===== src/rtl/mgmt_pkg.sv =====
package mgmt_pkg;
  localparam logic [1:0] OFS_CTRL = 2'd0;
  localparam logic [1:0] OFS_ADDR = 2'd1;
  localparam logic [1:0] OFS_DLO  = 2'd2;
  localparam logic [1:0] OFS_DHI  = 2'd3;
  localparam int WORD_W = 16;
  localparam int ADDR_W = 6;
  typedef enum logic [1:0] {UW_IDLE, UW_EWEN, UW_GAP, UW_XFER} uw_state_t;
endpackage


===== src/rtl/sclk_gen.sv =====
module sclk_gen #(
  parameter int HALF = 2
) (
  input  logic clk_i,
  input  logic rst_i,
  input  logic en_i,
  output logic sclk_o,
  output logic rise_o,
  output logic fall_o
);
  localparam int CW = (HALF > 1) ? $clog2(HALF) : 1;
  logic [CW-1:0] cnt_q;
  logic wrap;

  assign wrap   = en_i && (cnt_q == CW'(HALF - 1));
  assign rise_o = wrap && !sclk_o;
  assign fall_o = wrap && sclk_o;

  always_ff @(posedge clk_i) begin
    if (rst_i || !en_i) begin
      cnt_q  <= '0;
      sclk_o <= 1'b0;
    end else if (wrap) begin
      cnt_q  <= '0;
      sclk_o <= ~sclk_o;
    end else begin
      cnt_q <= cnt_q + 1'b1;
    end
  end
endmodule


===== src/rtl/mdio_seq.sv =====
module mdio_seq #(
  parameter int PRE_LEN = 32
) (
  input  logic        clk_i,
  input  logic        rst_i,
  input  logic        start_i,
  input  logic        is_wr_i,
  input  logic [4:0]  phy_i,
  input  logic [4:0]  reg_i,
  input  logic [15:0] wdata_i,
  input  logic        rise_i,
  input  logic        fall_i,
  input  logic        mdi_i,
  output logic        active_o,
  output logic        done_o,
  output logic [15:0] rdata_o,
  output logic        mdo_o,
  output logic        oe_o
);
  localparam int FRAME    = PRE_LEN + 32;
  localparam int IW       = $clog2(FRAME);
  localparam int TA_IDX   = PRE_LEN + 14;
  localparam int DATA_IDX = PRE_LEN + 16;

  logic [FRAME-1:0] tx_q;
  logic [IW-1:0]    idx_q;
  logic             wr_q;

  always_ff @(posedge clk_i) begin
    if (rst_i) begin
      active_o <= 1'b0;
      done_o   <= 1'b0;
      rdata_o  <= '0;
      mdo_o    <= 1'b1;
      oe_o     <= 1'b0;
      tx_q     <= '0;
      idx_q    <= '0;
      wr_q     <= 1'b0;
    end else begin
      done_o <= 1'b0;
      if (start_i && !active_o) begin
        active_o <= 1'b1;
        wr_q     <= is_wr_i;
        idx_q    <= '0;
        tx_q     <= {{PRE_LEN{1'b1}}, 2'b01, (is_wr_i ? 2'b01 : 2'b10), phy_i, reg_i,
                     (is_wr_i ? 2'b10 : 2'b00), (is_wr_i ? wdata_i : 16'h0000)};
        mdo_o    <= 1'b1;
        oe_o     <= 1'b1;
      end else if (active_o) begin
        if (rise_i && !wr_q && idx_q >= IW'(DATA_IDX))
          rdata_o <= {rdata_o[14:0], mdi_i};
        if (fall_i) begin
          if (idx_q == IW'(FRAME - 1)) begin
            active_o <= 1'b0;
            done_o   <= 1'b1;
            mdo_o    <= 1'b1;
            oe_o     <= 1'b0;
          end else begin
            idx_q <= idx_q + 1'b1;
            tx_q  <= tx_q << 1;
            mdo_o <= tx_q[FRAME-2];
            oe_o  <= wr_q || (idx_q < IW'(TA_IDX - 1));
          end
        end
      end
    end
  end
endmodule


===== src/rtl/uwire_seq.sv =====
module uwire_seq
  import mgmt_pkg::*;
(
  input  logic              clk_i,
  input  logic              rst_i,
  input  logic              start_i,
  input  logic              is_wr_i,
  input  logic [ADDR_W-1:0] addr_i,
  input  logic [WORD_W-1:0] wdata_i,
  input  logic              rise_i,
  input  logic              fall_i,
  input  logic              din_i,
  output logic              active_o,
  output logic              done_o,
  output logic [WORD_W-1:0] rdata_o,
  output logic              cs_o,
  output logic              dout_o
);
  localparam int HDR   = 3 + ADDR_W;
  localparam int FRAME = HDR + WORD_W;
  localparam int IW    = $clog2(FRAME);

  uw_state_t         st_q;
  logic [FRAME-1:0]  tx_q;
  logic [IW-1:0]     idx_q, last_q;
  logic              wr_q;
  logic [ADDR_W-1:0] addr_q;
  logic [WORD_W-1:0] wd_q;

  assign active_o = (st_q != UW_IDLE);

  always_ff @(posedge clk_i) begin
    if (rst_i) begin
      st_q    <= UW_IDLE;
      tx_q    <= '0;
      idx_q   <= '0;
      last_q  <= '0;
      wr_q    <= 1'b0;
      addr_q  <= '0;
      wd_q    <= '0;
      done_o  <= 1'b0;
      rdata_o <= '0;
      cs_o    <= 1'b0;
      dout_o  <= 1'b0;
    end else begin
      done_o <= 1'b0;
      case (st_q)
        UW_IDLE: if (start_i) begin
          wr_q   <= is_wr_i;
          addr_q <= addr_i;
          wd_q   <= wdata_i;
          idx_q  <= '0;
          cs_o   <= 1'b1;
          dout_o <= 1'b1;
          if (is_wr_i) begin
            st_q   <= UW_EWEN;
            tx_q   <= {3'b100, 2'b11, {(ADDR_W-2){1'b0}}, {WORD_W{1'b0}}};
            last_q <= IW'(HDR - 1);
          end else begin
            st_q   <= UW_XFER;
            tx_q   <= {3'b110, addr_i, {WORD_W{1'b0}}};
            last_q <= IW'(FRAME - 1);
          end
        end
        UW_GAP: if (fall_i) begin
          st_q   <= UW_XFER;
          cs_o   <= 1'b1;
          dout_o <= 1'b1;
          idx_q  <= '0;
          last_q <= IW'(FRAME - 1);
          tx_q   <= {3'b101, addr_q, wd_q};
        end
        default: begin
          if (rise_i && st_q == UW_XFER && !wr_q && idx_q >= IW'(HDR))
            rdata_o <= {rdata_o[WORD_W-2:0], din_i};
          if (fall_i) begin
            if (idx_q == last_q) begin
              cs_o   <= 1'b0;
              dout_o <= 1'b0;
              if (st_q == UW_EWEN) st_q <= UW_GAP;
              else begin
                st_q   <= UW_IDLE;
                done_o <= 1'b1;
              end
            end else begin
              idx_q  <= idx_q + 1'b1;
              tx_q   <= tx_q << 1;
              dout_o <= tx_q[FRAME-2];
            end
          end
        end
      endcase
    end
  end
endmodule


===== src/rtl/serial_mgmt_engine.sv =====
module serial_mgmt_engine
  import mgmt_pkg::*;
#(
  parameter int         CLK_DIV  = 2,
  parameter logic [4:0] PHY_ADDR = 5'h01
) (
  input  logic       clk_i,
  input  logic       rst_i,
  input  logic       reg_wr_i,
  input  logic [1:0] reg_addr_i,
  input  logic [7:0] reg_wdata_i,
  output logic [7:0] reg_rdata_o,
  output logic       mdc_o,
  output logic       mdo_o,
  output logic       mdo_oe_o,
  input  logic       mdi_i,
  output logic       ee_cs_o,
  output logic       ee_sk_o,
  output logic       ee_di_o,
  input  logic       ee_do_i
);
  logic              cmd_rd_q, cmd_wr_q, sel_phy_q, busy_q, op_wr_q;
  logic [ADDR_W-1:0] addr_q;
  logic [WORD_W-1:0] data_q;
  logic              ctrl_wr, new_cmd, start, start_wr;
  logic              sclk, rise, fall;
  logic              phy_act, phy_done, ee_act, ee_done;
  logic [WORD_W-1:0] phy_rd, ee_rd;

  assign ctrl_wr  = reg_wr_i && (reg_addr_i == OFS_CTRL);
  assign new_cmd  = (reg_wdata_i[0] && !cmd_rd_q) || (reg_wdata_i[1] && !cmd_wr_q);
  assign start    = ctrl_wr && !busy_q && new_cmd;
  assign start_wr = reg_wdata_i[1];

  always_ff @(posedge clk_i) begin
    if (rst_i) begin
      cmd_rd_q  <= 1'b0;
      cmd_wr_q  <= 1'b0;
      sel_phy_q <= 1'b0;
      busy_q    <= 1'b0;
      op_wr_q   <= 1'b0;
      addr_q    <= '0;
      data_q    <= '0;
    end else begin
      if (ctrl_wr) begin
        cmd_rd_q  <= reg_wdata_i[0];
        cmd_wr_q  <= reg_wdata_i[1];
        sel_phy_q <= reg_wdata_i[2];
      end
      if (reg_wr_i && reg_addr_i == OFS_ADDR) addr_q <= reg_wdata_i[ADDR_W-1:0];
      if (reg_wr_i && reg_addr_i == OFS_DLO)  data_q[7:0]  <= reg_wdata_i;
      if (reg_wr_i && reg_addr_i == OFS_DHI)  data_q[15:8] <= reg_wdata_i;
      if (start) begin
        busy_q  <= 1'b1;
        op_wr_q <= start_wr;
      end else if (phy_done || ee_done) begin
        busy_q <= 1'b0;
        if (!op_wr_q) data_q <= phy_done ? phy_rd : ee_rd;
      end
    end
  end

  always_comb begin
    case (reg_addr_i)
      OFS_CTRL: reg_rdata_o = {busy_q, 4'b0000, sel_phy_q, cmd_wr_q, cmd_rd_q};
      OFS_ADDR: reg_rdata_o = {{(8-ADDR_W){1'b0}}, addr_q};
      OFS_DLO:  reg_rdata_o = data_q[7:0];
      default:  reg_rdata_o = data_q[15:8];
    endcase
  end

  sclk_gen #(.HALF(CLK_DIV)) clk_gen_i (
    .clk_i(clk_i), .rst_i(rst_i), .en_i(phy_act || ee_act),
    .sclk_o(sclk), .rise_o(rise), .fall_o(fall)
  );

  mdio_seq #(.PRE_LEN(32)) mdio_i (
    .clk_i(clk_i), .rst_i(rst_i), .start_i(start && reg_wdata_i[2]), .is_wr_i(start_wr),
    .phy_i(PHY_ADDR), .reg_i(addr_q[4:0]), .wdata_i(data_q),
    .rise_i(rise), .fall_i(fall), .mdi_i(mdi_i),
    .active_o(phy_act), .done_o(phy_done), .rdata_o(phy_rd),
    .mdo_o(mdo_o), .oe_o(mdo_oe_o)
  );

  uwire_seq uw_i (
    .clk_i(clk_i), .rst_i(rst_i), .start_i(start && !reg_wdata_i[2]), .is_wr_i(start_wr),
    .addr_i(addr_q), .wdata_i(data_q), .rise_i(rise), .fall_i(fall), .din_i(ee_do_i),
    .active_o(ee_act), .done_o(ee_done), .rdata_o(ee_rd),
    .cs_o(ee_cs_o), .dout_o(ee_di_o)
  );

  assign mdc_o   = sclk && phy_act;
  assign ee_sk_o = sclk && ee_cs_o;
endmodule


===== config.mk =====
export PLATFORM = sky130hd
export DESIGN_NAME = serial_mgmt_engine
export DESIGN_NICKNAME = d
export VERILOG_FILES = /design/src/rtl/mgmt_pkg.sv /design/src/rtl/sclk_gen.sv /design/src/rtl/mdio_seq.sv /design/src/rtl/uwire_seq.sv /design/src/rtl/serial_mgmt_engine.sv
export SDC_FILE = /design/constraint.sdc
export NUM_CORES = 1
export LEC_CHECK = 0
export ABC_AREA = 1
export BUFFER_PORTS_ARGS = -buffer_cell sky130_fd_sc_hd__buf_2
export CAP_MARGIN = 20
export CORE_ASPECT_RATIO = 0.6
export CORE_MARGIN = 4
export CORE_UTILIZATION = 52
export CTS_CLUSTER_DIAMETER = 30
export CTS_CLUSTER_SIZE = 30
export DETAILED_ROUTE_END_ITERATION = 6
export GPL_ROUTABILITY_DRIVEN = 0
export HOLD_SLACK_MARGIN = 0.05
export PLACE_DENSITY_LB_ADDON = 0.25
export SLEW_MARGIN = 20
export SYNTH_ARGS = -nofsm -noshare
export SYNTH_HDL_FRONTEND = slang
export SYNTH_SLANG_ARGS = --single-unit

===== constraint.sdc =====
create_clock -name clk_i -period 2.2 [get_ports clk_i]
set_clock_uncertainty 0.2 [all_clocks]
set_input_delay 0.11 -clock clk_i [delete_from_list [all_inputs] [get_ports clk_i]]
set_output_delay 0.11 -clock clk_i [all_outputs]
set_load 0.1 [all_outputs]

* After elaboration in Yosys (flattened, before gate mapping)
Cells that the tools add are included.
Widths: inputs -> output; s select.
** Storage, ports and cells
- Bits in registers :: 197
- Output and inout port bits :: 14
- Logic and storage cells :: 171
** Cells by class
- Add/subtract/negate cells :: 3
- Order comparisons :: 3
- Equal/unequal tests :: 12
- Multiplexer cells :: 57
- Bitwise gates (word level) :: 7
- Reductions and logical operators :: 60
** Operators by type and width (count)
- $mux 63 :: 4
- $mux 24 :: 5
- $mux 16 :: 5
- $pmux 24 s2 :: 1
- $mux 5 :: 7
- $pmux 8 s3 :: 1
- $logic_and 1x1->1 :: 21
- $pmux 5 s2 :: 2
- $mux 1 :: 19
- $mux 2 :: 8
- $mux 8 :: 2
- $reduce_and 3->1 :: 5
- $reduce_bool 2->1 :: 6
- $logic_not 1->1 :: 9
- $eq 2x2->1 const B :: 4
- $reduce_and 2->1 :: 4
- $reduce_and 4->1 :: 2
- $not 1->1 :: 7
- $add 6x1->6 const B :: 1
- $eq 6x6->1 const B :: 1
- $ge 6x6->1 const B :: 1
- $lt 6x6->1 const B :: 1
- $reduce_or 2->1 :: 3
- $add 5x1->5 const B :: 1
- other kinds (14) :: 22

* Logic depth before layout (Yosys ltp)
Gate-level depths: netlist of run 1.
- Depth after elaboration :: 8
- Depth in mapped cells :: 11

* By module
From an unflattened synthesis of run 1, not the netlist that was laid out.
** Second synthesis, totals
- Cells, all modules :: 1248
- Area, all modules :: 8832.2 µm²
** Modules (own cells, without submodules)
- mdio_seq :: times used 1, cells an instance 487, area an instance 3664.8 µm², sequential area each 1801.7 µm²
- uwire_seq :: times used 1, cells an instance 476, area an instance 3342.0 µm², sequential area each 1481.4 µm²
- serial_mgmt_engine :: times used 1, cells an instance 272, area an instance 1735.4 µm², sequential area each 540.5 µm²
- sclk_gen :: times used 1, cells an instance 13, area an instance 90.1 µm², sequential area each 40.0 µm²

* Least setup slack after synthesis of run 1
OpenSTA, ideal clock, no wires.
- Kind :: register to output
- Start :: register data_q[8]
- End :: output reg_rdata_o[0]
- Arrival time :: 2488 ps
- Required time :: 1890 ps
- Path slack :: -598 ps
- Cell stages (with the launch flop) :: 3
- Cells stage by stage :: dfxtp_1 > inv_1 > o21ai_0
** On the way
- Word-level cells in the longest chain between the ends :: 1
** Ends and longest elaborated chain
- start: declaration :: RTL line serial_mgmt_engine.sv:24 : logic [WORD_W-1:0] data_q;
- start signal: assignment :: RTL line serial_mgmt_engine.sv:52 : if (reg_wr_i && reg_addr_i == OFS_DHI) data_q[15:8] <= reg_wdata_i;
- start signal: assignment :: RTL line serial_mgmt_engine.sv:58 : if (!op_wr_q) data_q <= phy_done ? phy_rd : ee_rd;
- $pmux 8 s3 :: RTL line serial_mgmt_engine.sv:64 : case (reg_addr_i)
- end: declaration :: RTL line serial_mgmt_engine.sv:12 : output logic [7:0] reg_rdata_o,
No other way between the ends.

* Worst setup path after layout of run 1
- Start :: input reg_wr_i
- End :: register cmd_rd_q
** On the way
- Word-level cells in the longest chain between the ends :: 1
** Ends and longest elaborated chain
- start: declaration :: RTL line serial_mgmt_engine.sv:9 : input logic reg_wr_i,
- $logic_and 1x1->1 :: RTL line serial_mgmt_engine.sv:30 : assign ctrl_wr = reg_wr_i && (reg_addr_i == OFS_CTRL);
- end signal: assignment :: RTL line serial_mgmt_engine.sv:46 : cmd_rd_q <= reg_wdata_i[0];
- end: declaration :: RTL line serial_mgmt_engine.sv:22 : logic cmd_rd_q, cmd_wr_q, sel_phy_q, busy_q, op_wr_q;
No other way between the ends.
A chain may end at the register's enable or synchronous reset.

==> results_dict.tcl, run 1 <==
set metrics [dict create \
    status "completed" \
    die_x_um 173 \
    clk_path_buf_depth 2 \
    cts_tree "yes" \
    min_period_ns 2.09 \
    worst-path-max-fanout 3 \
    avgSynthCellArea_sq_um 7.07 \
    clock_latency_ns 0.43 \
    wl_per_cell_um 14.4 \
    cts_buffers 17 \
    fp.dieH_um 107 \
    p_per_area_mw_per_mm2 742 \
    core-area_sq_mm 0.0157 \
    drive_gt1_share_pct 11.2 \
    layout_commonest_cell "nor2_1" \
    synth_top_area_share_pct 45.4 \
    setup_tns_ns 0 \
    drt_wl_total_um 20800 \
    path_clk_slew_ns 0.08 \
    worstPathArrival_ns 2.27 \
    hold_violations 0 \
    min_path_cells 6 \
    yosys_warnings 0 \
    hold_slack_ns 0.0917 \
    hp-class "in -> reg" \
    cts_setup_buffers 0 \
    die_area_sq_mm 0.0186 \
    worst_pin_slew_ns 0.554 \
    io_buffers 28 \
    timing.final.crit_share_pct 94.9 \
    num_vias 7590 \
    p_seq_share_pct 49.8 \
    pin_count 29 \
    netlist_top_cells_area "dfxtp_1 45%, nor2_1 13%, nand2_1 9.5%" \
    vias_per_cell 5.26 \
    regArea_sq_mm 0.00386 \
    mostFrequentLayoutCells "296 x nor2_1, 216 x nand2_1, 192 x dfxtp_1" \
    cp-end-kind "register" \
    power_switching_share_pct 26.0 \
    fmax_mhz 479 \
    leakage_nw 4.06 \
    ys_seq_area_share_pct 45.4 \
    num_antenna_cells 0 \
    cts.htree.levels 4 \
    critical_path.startpoint_type "input port" \
    p_int_mw 5.36 \
    r2r_cells 7 \
    antenna_found_initial 0 \
    grt_pass1_vias 6877 \
    cts_sinks 193 \
    rows 35 \
    worstSetupPathType "in -> reg" \
    relSlewSlack_pct 63.1 \
    setup_viol_count_final 0 \
    top_usage_layer "met1" \
    dp.final_hpwl_um 14300 \
    dr.pass1.iters 5 \
    drc 0 \
    required_ns 2.38 \
    met3_usage_pct 5.92 \
    synth_seq_cells 193 \
    num-nets-final 1247 \
    initial_utilization_pct 54.3 \
    synth_cells 1204 \
    grt_usage_pct 23.1 \
    drt_iter0_drc 878 \
    p_sw_mw 1.88 \
    maxCapViolations 0 \
    synthArstFlopShare_pct 0 \
    rsz0062_at_grt "false" \
    areaGrowthSynthToFinish_pct 14.7 \
    multi_input_area_sq_mm 0.00403 \
    grtUsageMet2_pct 32.1 \
    grt_max_degree 57 \
    n_fill_cell 1400 \
    synth_nets 1224 \
    overflow 0 \
    synthFlopType "dfxtp_1" \
    combPwrFrac_pct 7.0 \
    synthDistinctLibCells 41 \
    ir_drop_uv 571 \
    clock_tree.root_cell "clkbuf_16" \
    yosys.area.top_type "dfxtp_1" \
    clkPwrFrac_pct 43.1 \
    ant_nets 0 \
    grt_pass1_wl_um 35100 \
    syn_area_sq_mm 0.00852 \
    synth-edff-count 0 \
    globalRouteMet1Util_pct 35.6 \
    slew_violations 0 \
]
worst max-delay path: stages:
cell and delay [ns]:
dlygate4sd3_1 0.53, buf_2 0.14, nand2_2 0.11, dlygate4sd3_1 0.58
o21ai_0 0.08, a21oi_1 0.15, dlygate4sd3_1 0.56
stage by stage:
stage | utilization, % | total power, mW | instances | cell area [sq um] | setup WS, ns
4_1_cts | 62.2 | 7.29 | 1443 | 9760 | 0.0723
3_3_place_gp | 57.4 | 4.16 | 1395 | 9000 | 0.277
2_1_floorplan | - | 4.01 | 1204 | 8560 | 0.160
5_1_grt | 62.3 | 7.49 | 1443 | 9770 | 0.0178
6_report | 62.3 | 7.24 | 1443 | 9770 | 0.113
3_5_place_dp | 57.4 | 4.17 | 1395 | 9000 | 0.186
cells in the mapped netlist, types with 2 or more instances:
library cell / instances
o22ai_1: 5
inv_1: 82
a21oi_1: 58
nand2_4: 2
o21bai_1: 17
ha_1: 5
inv_2: 7
nor2_4: 3
o21ai_1: 13
nand2_2: 5
clkbuf_1: 29
nor2_2: 4
buf_1: 7
dfxtp_1: 193
nand4_1: 2
o221ai_1: 4
a22oi_1: 2
nor3_1: 5
nand3_2: 2
buf_6: 2
buf_4: 7
buf_2: 21
o21ai_0: 108
mux2_2: 16
nand2_1: 216
nand3b_1: 16
nor2_1: 296
a211oi_1: 5
nand3_1: 60
final cells by class:
cell class	instances	share of cell area (%)
Clock inverter	13	1.61
Multi-Input combinational cell	853	41.3
Tap cell	203	2.60
Clock buffer	19	4.43
Timing Repair Buffer	70	6.84
Sequential cell	193	39.6
Inverter	92	3.68
registers in the layout (all words and copies together) (netlist names), 2 cells and up:
signal and flops:
data_q 16, uw_i.last_q 2, mdio_i.idx_q 6, uw_i.rdata_o 16, mdio_i.tx_q 63, uw_i.addr_q 6, uw_i.tx_q 24, uw_i.wd_q 16
uw_i.idx_q 5, uw_i.st_q 2, mdio_i.rdata_o 16, addr_q 6
power by group through the flow:
stage	Combinational [mW]	Sequential, mW	Clock (mW)
floorplan	0.327	3.69	0
detailed placement	0.476	3.69	0
global route	0.558	3.62	3.31
CTS	0.500	3.61	3.18
finish	0.508	3.61	3.13
global placement	0.470	3.69	0
repair_timing:
action                     4_1_cts  5_1_grt
setup endpoints to repair        0       31
gates resized for setup          0        4
hold endpoints to repair        54        0
hold buffers                    16        0
path summary, 6_finish.rpt:
path / startpoint / to / slack, ns
worst max-delay path: reg_wr_i / cmd_rd_q$_SDFFE_PP0N_ / 0.11
worst min-delay path: reg_addr_i[1] / busy_q$_SDFFE_PP0P_ / 0.09
worst max register to register: uw_i.st_q[0]$_SDFFE_PP0P_ / uw_i.addr_q[4]$_SDFFE_PP0P_ / 0.23
worst min register to register: op_wr_q$_SDFFE_PP0P_ / op_wr_q$_SDFFE_PP0P_ / 0.26
logic make-up (layout without fill, tap and decap cells):
logic type	count (synthesis)	count (layout)	share of synthesized area (%)
xor+xnor	1	1	0.103
fa+ha+maj	5	5	0.735
simple gates	615	615	29.9
buf+inv	158	194	7.83
compound gates	216	216	13.9
flops	193	193	45.4
mux	16	16	2.12
layer usage:
| layer | vias to the layer above | share of wire [%] |
|---|---|---|
| li1 | 3896 | - |
| met2 | 240 | 40 |
| met5 | - | 0 |
| met1 | 3437 | 52 |
| met4 | 0 | 0.74 |
| met3 | 17 | 7.3 |
No activity file was read; power rests on OpenSTA's default activity.
==> run 2: changes to the inputs <==
Settings changed: CELL_PAD_IN_SITES_DETAIL_PLACEMENT set to 0, CELL_PAD_IN_SITES_GLOBAL_PLACEMENT set to 1, CORE_UTILIZATION 52 to 45, SYNTH_HIERARCHICAL set to 1.
==> results_dict.tcl, run 2 <==
set metrics [dict create \
    cts.htree.levels 4 \
    synth_mux_area_share_pct 0 \
    yosys.area.top_type "dfxtp_1" \
    maxCapViolations 0 \
    clk_path_buf_depth 2 \
    n_fill_cell 1955 \
    die_x_um 189 \
    critical_path.startpoint_type "register" \
    synth-simple-area-share_pct 32.2 \
    largest_reg_flops 63 \
    overflow 0 \
    place_inst 1514 \
    mostFrequentLayoutCells "270 x nand2_1, 267 x nor2_1, 192 x dfxtp_1" \
    ir_drop_uv 528 \
    synth_cells 1248 \
    grt_pass1_vias 7016 \
    hold_violations 0 \
    synthFlopType "dfxtp_1" \
    synth-compound-area-share_pct 14.4 \
    layout_commonest_cell "nand2_1" \
    crit_family "simple AND/OR/NAND/NOR gates" \
    setup_viol_count_final 0 \
    ant_nets 0 \
    worst-path-max-fanout 12 \
    yosys-top-cells-count "272 x nand2_1, 272 x nor2_1, 193 x dfxtp_1" \
    synthDistinctLibCells 44 \
    grt_usage_pct 21.2 \
    dr.pass1.iters 5 \
    worstPathArrival_ns 2.21 \
    synth_adder_area_share_pct 0.708 \
    wl_per_cell_um 14.8 \
    core-area_sq_mm 0.0191 \
    rows 39 \
    clock_tree.root_cell "clkbuf_16" \
    fmax_mhz 479 \
    num_antenna_cells 0 \
    drt_iter0_drc 836 \
    rsz0062_at_grt "false" \
    cts_buffers 17 \
    drc 0 \
    fp.dieH_um 117 \
    max_stage_delay_ns 0.35 \
    avgSynthCellArea_sq_um 7.08 \
    netlist_top_cells_area "dfxtp_1 44%, nand2_1 12%, nor2_1 12%" \
    antenna_found_initial 0 \
    synthArstFlopShare_pct 0 \
    cpMaxStageDelayCell "dfxtp_4" \
    io_buffers 28 \
    reg.largest.list "mdio_i/tx_q (63), uw_i/tx_q (24)" \
    ys_seq_area_share_pct 43.7 \
    syn_area_sq_mm 0.00883 \
    die_area_sq_mm 0.0220 \
    cp-end-kind "register" \
    required_ns 2.33 \
    grt_pass1_wl_um 37400 \
    clock_latency_ns 0.44 \
    synth_top_area_share_pct 43.7 \
    cts_tree "yes" \
    path_buf_inv 4 \
    drive_gt1_share_pct 12.7 \
    synth_top_family_by_area "simple AND/OR/NAND/NOR gates" \
    areaGrowthSynthToFinish_pct 16.0 \
    grt_max_degree 42 \
    hp-class "in -> reg" \
    timing.final.crit_share_pct 94.8 \
    synth_seq_cells 193 \
    worstSetupPathType "reg -> reg" \
    drt_wl_total_um 23200 \
    num-nets-final 1313 \
    top_register "mdio_i/tx_q" \
    preCtsSetupSlack_ns -0.0853 \
    relSlewSlack_pct 49.8 \
    vias_per_cell 5.03 \
    num_vias 7902 \
    yosys_warnings 6 \
    pin_count 29 \
    crit_top_cell "nand2_8" \
    fin_area_sq_mm 0.0102 \
    status "completed" \
    initial_utilization_pct 46.2 \
    cts_sinks 193 \
    leakage_nw 4.19 \
    crit_chain "nor2_4 > inv_2 > or2_2 > nand2_2 > nor2_4 > buf_4 > nand2_8 > inv_8 > nand2_8 > nand2_8 > buf_4 > nor2_1 > nor3_2" \
    synth_xor_xnor_area_share_pct 0.297 \
    path_clk_slew_ns 0.07 \
    placed_area_sq_mm 0.00929 \
    worst_pin_slew_ns 0.752 \
    dp.final_hpwl_um 15800 \
    synth-edff-count 0 \
    min_period_ns 2.09 \
    stdcell_count 1572 \
    total_power_mw 7.51 \
    fin_ws_ns 0.114 \
    slew_violations 0 \
    p_per_area_mw_per_mm2 733 \
]
[run 2: changes by cell type after synthesis, sizes merged, moves of 10 or more]
cell and change:
o21bai -17, a21boi +21, clkbuf -10, mux2 -16
a21oi +17, nor2 -20, buf +13, nand2 +60
inv -14
[run 2: cell type report]
type                            count  area (sq um)  share of cell area (%)
Clock buffer                       21           470                    4.59
Clock inverter                     11           154                    1.50
Inverter                           77           305                    2.98
Multi-Input combinational cell    912          4340                    42.3
Sequential cell                   193          3870                    37.7
Tap cell                          266           333                    3.25
Timing Repair Buffer               92           782                    7.63
[run 2: logic make-up after synthesis]
| kind of cell | count (synthesis) |
|---|---|
| fa+ha+maj | 5 |
| flops | 193 |
| other cells | 2 |
| buf+inv | 146 |
| compound gates | 237 |
| simple gates | 662 |
| xor+xnor | 3 |
[run 2: worst paths after layout]
kind / end / start / slack, ns / cells after the start
min: data_q[7]$_SDFF_PP0_ / reg_addr_i[0] / 0.11 / 7
min reg2reg: uw_i/wd_q[2]$_SDFFE_PP0P_ / uw_i/wd_q[2]$_SDFFE_PP0P_ / 0.25 / 2
max: mdio_i/tx_q[24]$_SDFFE_PP0P_ / uw_i/st_q[0]$_SDFFE_PP0P_ / 0.11 / 13
max reg2reg: mdio_i/tx_q[24]$_SDFFE_PP0P_ / uw_i/st_q[0]$_SDFFE_PP0P_ / 0.11 / 13
[run 2: tightest hold or removal path: stages]
cell,delay [ns]
buf_2,0.09
inv_2,0.05
nand2_4,0.12
nor2_8,0.05
nand3_4,0.11
a21oi_1,0.08
nor2_1,0.08
[run 2: per-stage QoR]
step / hold WS [ns] / setup TNS, ns / utilization, %
floorplan: -0.0209 / -0.0937 / -
finish: 0.106 / 0 / 53.6
global placement: 0.162 / -0.793 / 48.5
CTS: 0.0628 / -0.0143 / 53.0
detailed placement: 0.174 / -3.21 / 48.6
global route: 0.154 / 0 / 53.6
[run 2: per-layer routing]
layer  GRT usage, %  wire [um]  up-vias
met2           28.3       8780      191
met1           33.2      12500     3607
li1               -          -     4085
met4           4.75        235        0
met5              0          0        -
met3           6.18       1720       19
[run 2: where the power goes]
part           internal, mW  switching, mW  total [mW]
Clock                  1.89           1.42        3.31
Sequential             3.57         0.0554        3.63
Combinational         0.191          0.389       0.580
[run 2: repair_timing]
action,4_1_cts,5_1_grt
cloned,0,1
hold buffers,19,0
pin swaps,0,2
resized for setup,5,10
buffers inserted,0,6
setup endpoints to repair,79,90
hold endpoints to repair,31,0
